$ cat config.mk
export PLATFORM = sky130hd
export DESIGN_NAME = tx_eol_xlate
export DESIGN_NICKNAME = d
export VERILOG_FILES = /design/src/rtl/tx_eol_pkg.sv /design/src/rtl/tx_eol_classify.sv /design/src/rtl/tx_eol_seq.sv /design/src/rtl/tx_eol_outreg.sv /design/src/rtl/tx_eol_xlate.sv
export SDC_FILE = /design/constraint.sdc
export NUM_CORES = 1
export LEC_CHECK = 0
export BUFFER_PORTS_ARGS = -buffer_cell sky130_fd_sc_hd__buf_2
export CORE_AREA = 2 2 39 41
export DETAILED_ROUTE_END_ITERATION = 16
export DIE_AREA = 0 0 41 43
export GPL_TIMING_DRIVEN = 0
export MAX_ROUTING_LAYER = met4
export PLACE_DENSITY = 0.66
export SYNTH_ARGS = -nofsm -noshare
export SYNTH_HDL_FRONTEND = slang
export SYNTH_SLANG_ARGS = --single-unit
$ cat constraint.sdc
create_clock -name clk -period 2.3 [get_ports clk]
set_clock_uncertainty 0.15 [all_clocks]
set_input_delay 0.46 -clock clk [delete_from_list [all_inputs] [get_ports clk]]
set_output_delay 0.46 -clock clk [all_outputs]
set_load 0.005 [all_outputs]
$ cat src/rtl/tx_eol_pkg.sv
// Shared types for the transmit line-ending translator.
// Assumes: an 8-bit character path and the usual control-code values.
package tx_eol_pkg;
    // Sequencer phase: idle, inserted CR on output, trailing NL on output
    typedef enum logic [1:0] {
        PH_IDLE = 2'd0,
        PH_CR   = 2'd1,
        PH_NL   = 2'd2
    } phase_t;

    localparam int unsigned MODE_W = 2;
    localparam int unsigned BIT_CR2NL = 0;
    localparam int unsigned BIT_NL2CRNL = 1;
endpackage

$ cat src/rtl/tx_eol_classify.sv
// Decides, for one incoming byte and the current mode, what the first output
// byte is and whether a trailing NL must be inserted after it.
// Assumes: purely combinational; the caller samples the result on acceptance.
module tx_eol_classify #(
    parameter int unsigned DATA_W = 8,
    parameter logic [DATA_W-1:0] CR_CODE = 8'h0D,
    parameter logic [DATA_W-1:0] NL_CODE = 8'h0A
) (
    input  logic [DATA_W-1:0]             byte_in,
    input  logic [tx_eol_pkg::MODE_W-1:0] mode,
    output logic [DATA_W-1:0]             first_out,
    output logic                          expand
);
    import tx_eol_pkg::*;

    logic is_cr;
    logic is_nl;

    // Recognise the two control codes.
    always_comb begin
        is_cr = (byte_in == CR_CODE);
        is_nl = (byte_in == NL_CODE);
    end

    // Choose the first emitted byte and the expansion flag.
    always_comb begin
        first_out = byte_in;
        expand    = 1'b0;
        if (is_cr && mode[BIT_CR2NL]) begin
            first_out = NL_CODE;
        end else if (is_nl && mode[BIT_NL2CRNL]) begin
            first_out = CR_CODE;
            expand    = 1'b1;
        end
    end
endmodule

$ cat src/rtl/tx_eol_seq.sv
// Tracks an expansion in progress and asks for the trailing NL to be loaded.
// Assumes: the output register accepts a load in the same cycle it drains.
module tx_eol_seq (
    input  logic clk,
    input  logic rst_n,
    input  logic in_fire,
    input  logic expand,
    input  logic out_fire,
    output logic idle,
    output logic load_nl
);
    import tx_eol_pkg::*;

    phase_t phase_q;
    phase_t phase_d;

    // Next-phase selection and trailing-NL load request.
    always_comb begin
        phase_d = phase_q;
        load_nl = 1'b0;
        unique case (phase_q)
            PH_IDLE: if (in_fire && expand) phase_d = PH_CR;
            PH_CR: if (out_fire) begin
                phase_d = PH_NL;
                load_nl = 1'b1;
            end
            PH_NL: if (out_fire) phase_d = PH_IDLE;
            default: phase_d = PH_IDLE;
        endcase
    end

    // Phase register with synchronous active-low reset.
    always_ff @(posedge clk) begin
        if (!rst_n) phase_q <= PH_IDLE;
        else        phase_q <= phase_d;
    end

    // Idle flag for the input-ready decision.
    always_comb idle = (phase_q == PH_IDLE);
endmodule

$ cat src/rtl/tx_eol_outreg.sv
// Single output holding register with valid flag.
// Assumes: load has priority over drain; data holds while not loaded.
module tx_eol_outreg #(
    parameter int unsigned DATA_W = 8
) (
    input  logic              clk,
    input  logic              rst_n,
    input  logic              load,
    input  logic [DATA_W-1:0] load_data,
    input  logic              drain,
    output logic              valid,
    output logic [DATA_W-1:0] data
);
    // Valid flag: set on load, cleared on drain without reload.
    always_ff @(posedge clk) begin
        if (!rst_n)     valid <= 1'b0;
        else if (load)  valid <= 1'b1;
        else if (drain) valid <= 1'b0;
    end

    // Data register: only written on load, so it is stable while stalled.
    always_ff @(posedge clk) begin
        if (!rst_n)    data <= '0;
        else if (load) data <= load_data;
    end
endmodule

$ cat src/rtl/tx_eol_xlate.sv
// Transmit line-ending translator top. Rewrites CR/NL per a two-bit mode and
// inserts a CR ahead of NL when expansion is selected, stalling the input.
// Assumes: mode is sampled on input acceptance; one output register stage.
module tx_eol_xlate #(
    parameter int unsigned DATA_W = 8,
    parameter logic [DATA_W-1:0] CR_CODE = 8'h0D,
    parameter logic [DATA_W-1:0] NL_CODE = 8'h0A
) (
    input  logic              clk,
    input  logic              rst_n,
    input  logic [1:0]        mode,
    input  logic              in_valid,
    output logic              in_ready,
    input  logic [DATA_W-1:0] in_data,
    output logic              out_valid,
    input  logic              out_ready,
    output logic [DATA_W-1:0] out_data
);
    logic              in_fire;
    logic              out_fire;
    logic              idle;
    logic              load_nl;
    logic              expand;
    logic [DATA_W-1:0] first_out;
    logic [DATA_W-1:0] load_data;

    tx_eol_classify #(
        .DATA_W (DATA_W),
        .CR_CODE(CR_CODE),
        .NL_CODE(NL_CODE)
    ) u_classify (
        .byte_in  (in_data),
        .mode     (mode),
        .first_out(first_out),
        .expand   (expand)
    );

    tx_eol_seq u_seq (
        .clk     (clk),
        .rst_n   (rst_n),
        .in_fire (in_fire),
        .expand  (expand),
        .out_fire(out_fire),
        .idle    (idle),
        .load_nl (load_nl)
    );

    tx_eol_outreg #(
        .DATA_W(DATA_W)
    ) u_outreg (
        .clk      (clk),
        .rst_n    (rst_n),
        .load     (in_fire | load_nl),
        .load_data(load_data),
        .drain    (out_fire),
        .valid    (out_valid),
        .data     (out_data)
    );

    // Handshake decode and the single-stage ready path.
    always_comb begin
        out_fire = out_valid & out_ready;
        in_ready = idle & (~out_valid | out_ready);
        in_fire  = in_valid & in_ready;
    end

    // Output load source: translated input byte or the trailing NL.
    always_comb load_data = load_nl ? NL_CODE : first_out;
endmodule

==> impl_metrics.sql <==
INSERT INTO impl_metrics (metric_group, metric, value, unit) VALUES
('floorplanning', 'initial_core_util', '0.353', ''),
('critical_path', 'rrSetupSlack', '600', 'ps'),
('cts', 'ctsResizeCount', '0', ''),
('worst_hold_path', 'min_delay_endpoint', 'u_outreg.data[5]$_SDFFE_PN0P_', ''),
('grt', 'grt_usage', '0.145', ''),
('cts', 'clock_latency', '270', 'ps'),
('floorplanning', 'die_w', '41', 'um'),
('detailed_routing', 'finalWirelength', '1070', 'um'),
('power_and_ir_drop', 'combPwrFrac', '0.146', ''),
('outcome', 'outcome', 'complete, no violations', ''),
('critical_path', 'regToRegEndpoint', 'u_outreg.data[2]$_SDFFE_PN0P_', ''),
('sta', 'slew_at_the_pin_closest_to_its_max_slew_limit', '423', 'ps'),
('final_layout', 'fillers', '144', ''),
('sta', 'slew_viol_final', '0', ''),
('critical_path', 'type_of_the_worst_setup_path', 'flip-flop to flip-flop', ''),
('sta', 'share_of_the_clock_period_used_by_the_worst_path', '0.739', ''),
('floorplanning', 'design.core.area', '0.00138', 'mm2'),
('grt', 'grt_antenna_before_repair', '0', ''),
('power_and_ir_drop', 'power_switching_share', '0.249', ''),
('flow_run', 'maxCapViolCount', '0', ''),
('cts', 'cts_root_buffer', 'sky130_fd_sc_hd__clkbuf_4', ''),
('placement', 'weighted_congestion_reported_at_the_end_of_routability_driven_placement', '0.698', ''),
('detailed_routing', 'routed_vias', '458', ''),
('cts', 'clockBufferDepth', '2', ''),
('final_layout', 'syn_to_final_growth', '33.1', '%'),
('critical_path', 'worstPathArrival', '1750', 'ps'),
('sta', 'finalCriticalPeriod', '1700', 'ps'),
('logic_synthesis', 'syn-mean-instance-area', '10.4', 'um2'),
('final_layout', 'seq_area', '220', 'um2'),
('critical_path', 'timing.rr.start', 'u_outreg.valid$_SDFFE_PN0P_', ''),
('grt', 'overflow', '0', ''),
('sta', 'setup_viol', '0', ''),
('critical_path', 'crit_fanout', '5', ''),
('detailed_routing', 'highest-signal-layer', 'met4', ''),
('power_and_ir_drop', 'vdd.ir_drop.worst', '0.405', 'mV'),
('logic_synthesis', 'synth_warnings', '0', ''),
('final_layout', 'insertedDiodeCount', '0', ''),
('floorplanning', 'dieArea', '0.00176', 'mm2'),
('grt', 'global_route_wire_length_before_repair', '1610', 'um'),
('detailed_routing', 'post-route-drc-count', '0', ''),
('final_layout', 'multi_input_comb_area', '264', 'um2'),
('sta', 'finalHoldViolCount', '0', ''),
('sta', 'fmax', '0.588', 'GHz'),
('detailed_routing', 'drt_pass1_iterations', '4', ''),
('power_and_ir_drop', 'p_sw', '98.8', 'uW'),
('critical_path', 'critPathCaptureType', 'flip-flop', ''),
('power_and_ir_drop', 'internal_power', '299', 'uW'),
('final_layout', 'final_cell_mix', 'sky130_fd_sc_hd__buf_2, sky130_fd_sc_hd__dfxtp_1, sky130_fd_sc_hd__nor2_1', ''),
('cts', 'clock_sinks', '11', ''),
('critical_path', 'worstPathRequired', '2350', 'ps'),
('placement', 'port_buffers', '23', ''),
('detailed_routing', 'detail-route-antenna-nets', '0', ''),
('detailed_routing', 'routedWlPerCell', '11.9', 'um'),
('worst_hold_path', 'timing.hold.worst_path_depth', '2', ''),
('floorplanning', 'ios', '24', ''),
('floorplanning', 'die-height', '43', 'um'),
('detailed_routing', 'routed_via_count_divided_by_cell_count', '5.09', ''),
('floorplanning', 'rows', '14', ''),
('critical_path', 'worst-r2r-cell-count', '4', ''),
('worst_hold_path', 'hold_path_class', 'input pin to flip-flop', ''),
('detailed_routing', 'met2_length', '448', 'um'),
('detailed_routing', 'wl_met3', '115', 'um'),
('logic_synthesis', 'post_synth_instance_area', '488', 'um2'),
('cts', 'cts_buffers', '3', ''),
('placement', 'dp_hpwl', '831', 'um'),
('detailed_routing', 'first_iter_violations', '8', ''),
('logic_synthesis', 'ys_seq_elements', '11', ''),
('final_layout', 'finish.net_count', '89', ''),
('detailed_routing', 'wl_met1', '488', 'um'),
('sta', 'max-slew-margin-rel', '0.717', ''),
('final_layout', 'share_of_post_route_cells_with_drive_strength_above_1', '0.432', '');
-- worst max-delay path, stage by stage (launching register included) --
cell,delay [ps]
sky130_fd_sc_hd__dfxtp_1,350
sky130_fd_sc_hd__nor2b_4,150
sky130_fd_sc_hd__or4b_4,510
sky130_fd_sc_hd__or3_1,350
sky130_fd_sc_hd__o2bb2ai_1,130
-- state kept, by name, summed over array words and instances (netlist names) --
signal          cells
u_outreg.data       8
u_seq.phase_q       2
u_outreg.valid      1
-- layout make-up --
class	count	share of cell area
sequential	11	0.339
tap	16	0.0308
timing repair buffer	23	0.177
clock buffer	4	0.0405
inverter	1	0.00578
multi-input combinational	35	0.407
-- power by group through the flow --
stage	clock network [mW]	registers [mW]	logic, mW
floorplan	0	0.212	0.0266
detailed placement	0	0.212	0.0584
finish	0.132	0.207	0.0581
CTS	0.136	0.207	0.0587
global placement	0	0.211	0.0575
global route	0.147	0.208	0.0654
-- metrics by stage --
step	total power, mW	hold WS, ps	cells	utilization	area (um2)
floorplan	0.239	306	47	-	488
detailed placement	0.270	303	86	0.450	623
finish	0.397	271	90	0.469	649
global route	0.421	270	90	0.469	649
global placement	0.269	295	86	0.450	623
CTS	0.402	266	90	0.469	649
-- synth_stat cells (all sizes together) --
cell,count,area (um2)
a21oi,1,5.00
a22o,4,35.0
a31oi,1,6.26
a32o,1,10.0
and3b,1,8.76
dfxtp,11,220
inv,1,3.75
mux2i,1,10.0
nand2,1,3.75
nand2b,1,6.26
nand4b,1,8.76
nor2,8,30.0
nor2b,2,20.0
nor3,5,46.3
o21ai,1,5.00
o22ai,1,6.26
o2bb2ai,2,17.5
or3,1,6.26
or4b,2,27.5
or4bb,1,11.3
-- worst max-delay path by stage --
stage / end / depth (start not counted)
2_1_floorplan: u_outreg.data[4]$_SDFFE_PN0P_ / 4
3_3_place_gp: u_outreg.data[7]$_SDFFE_PN0P_ / 5
3_5_place_dp: u_outreg.data[4]$_SDFFE_PN0P_ / 5
4_1_cts: u_outreg.data[4]$_SDFFE_PN0P_ / 4
5_1_grt: u_outreg.data[4]$_SDFFE_PN0P_ / 4
6_report: u_outreg.data[2]$_SDFFE_PN0P_ / 4
-- kinds of logic after synthesis --
kind of cell           share of synthesized area
and+or+nand+nor                            0.346
muxes                                     0.0205
AOI/OAI and AO/OA                          0.174
DFF                                        0.451
buffers and inverters                    0.00768
-- routing by layer --
| metal | vias up | track usage |
|---|---|---|
| li1 | 232 | - |
| met1 | 203 | 0.173 |
| met2 | 18 | 0.197 |
| met3 | 5 | 0.0785 |
| met4 | 0 | 0.0600 |
| met5 | - | - |
Power figures use the tool's default switching activity.
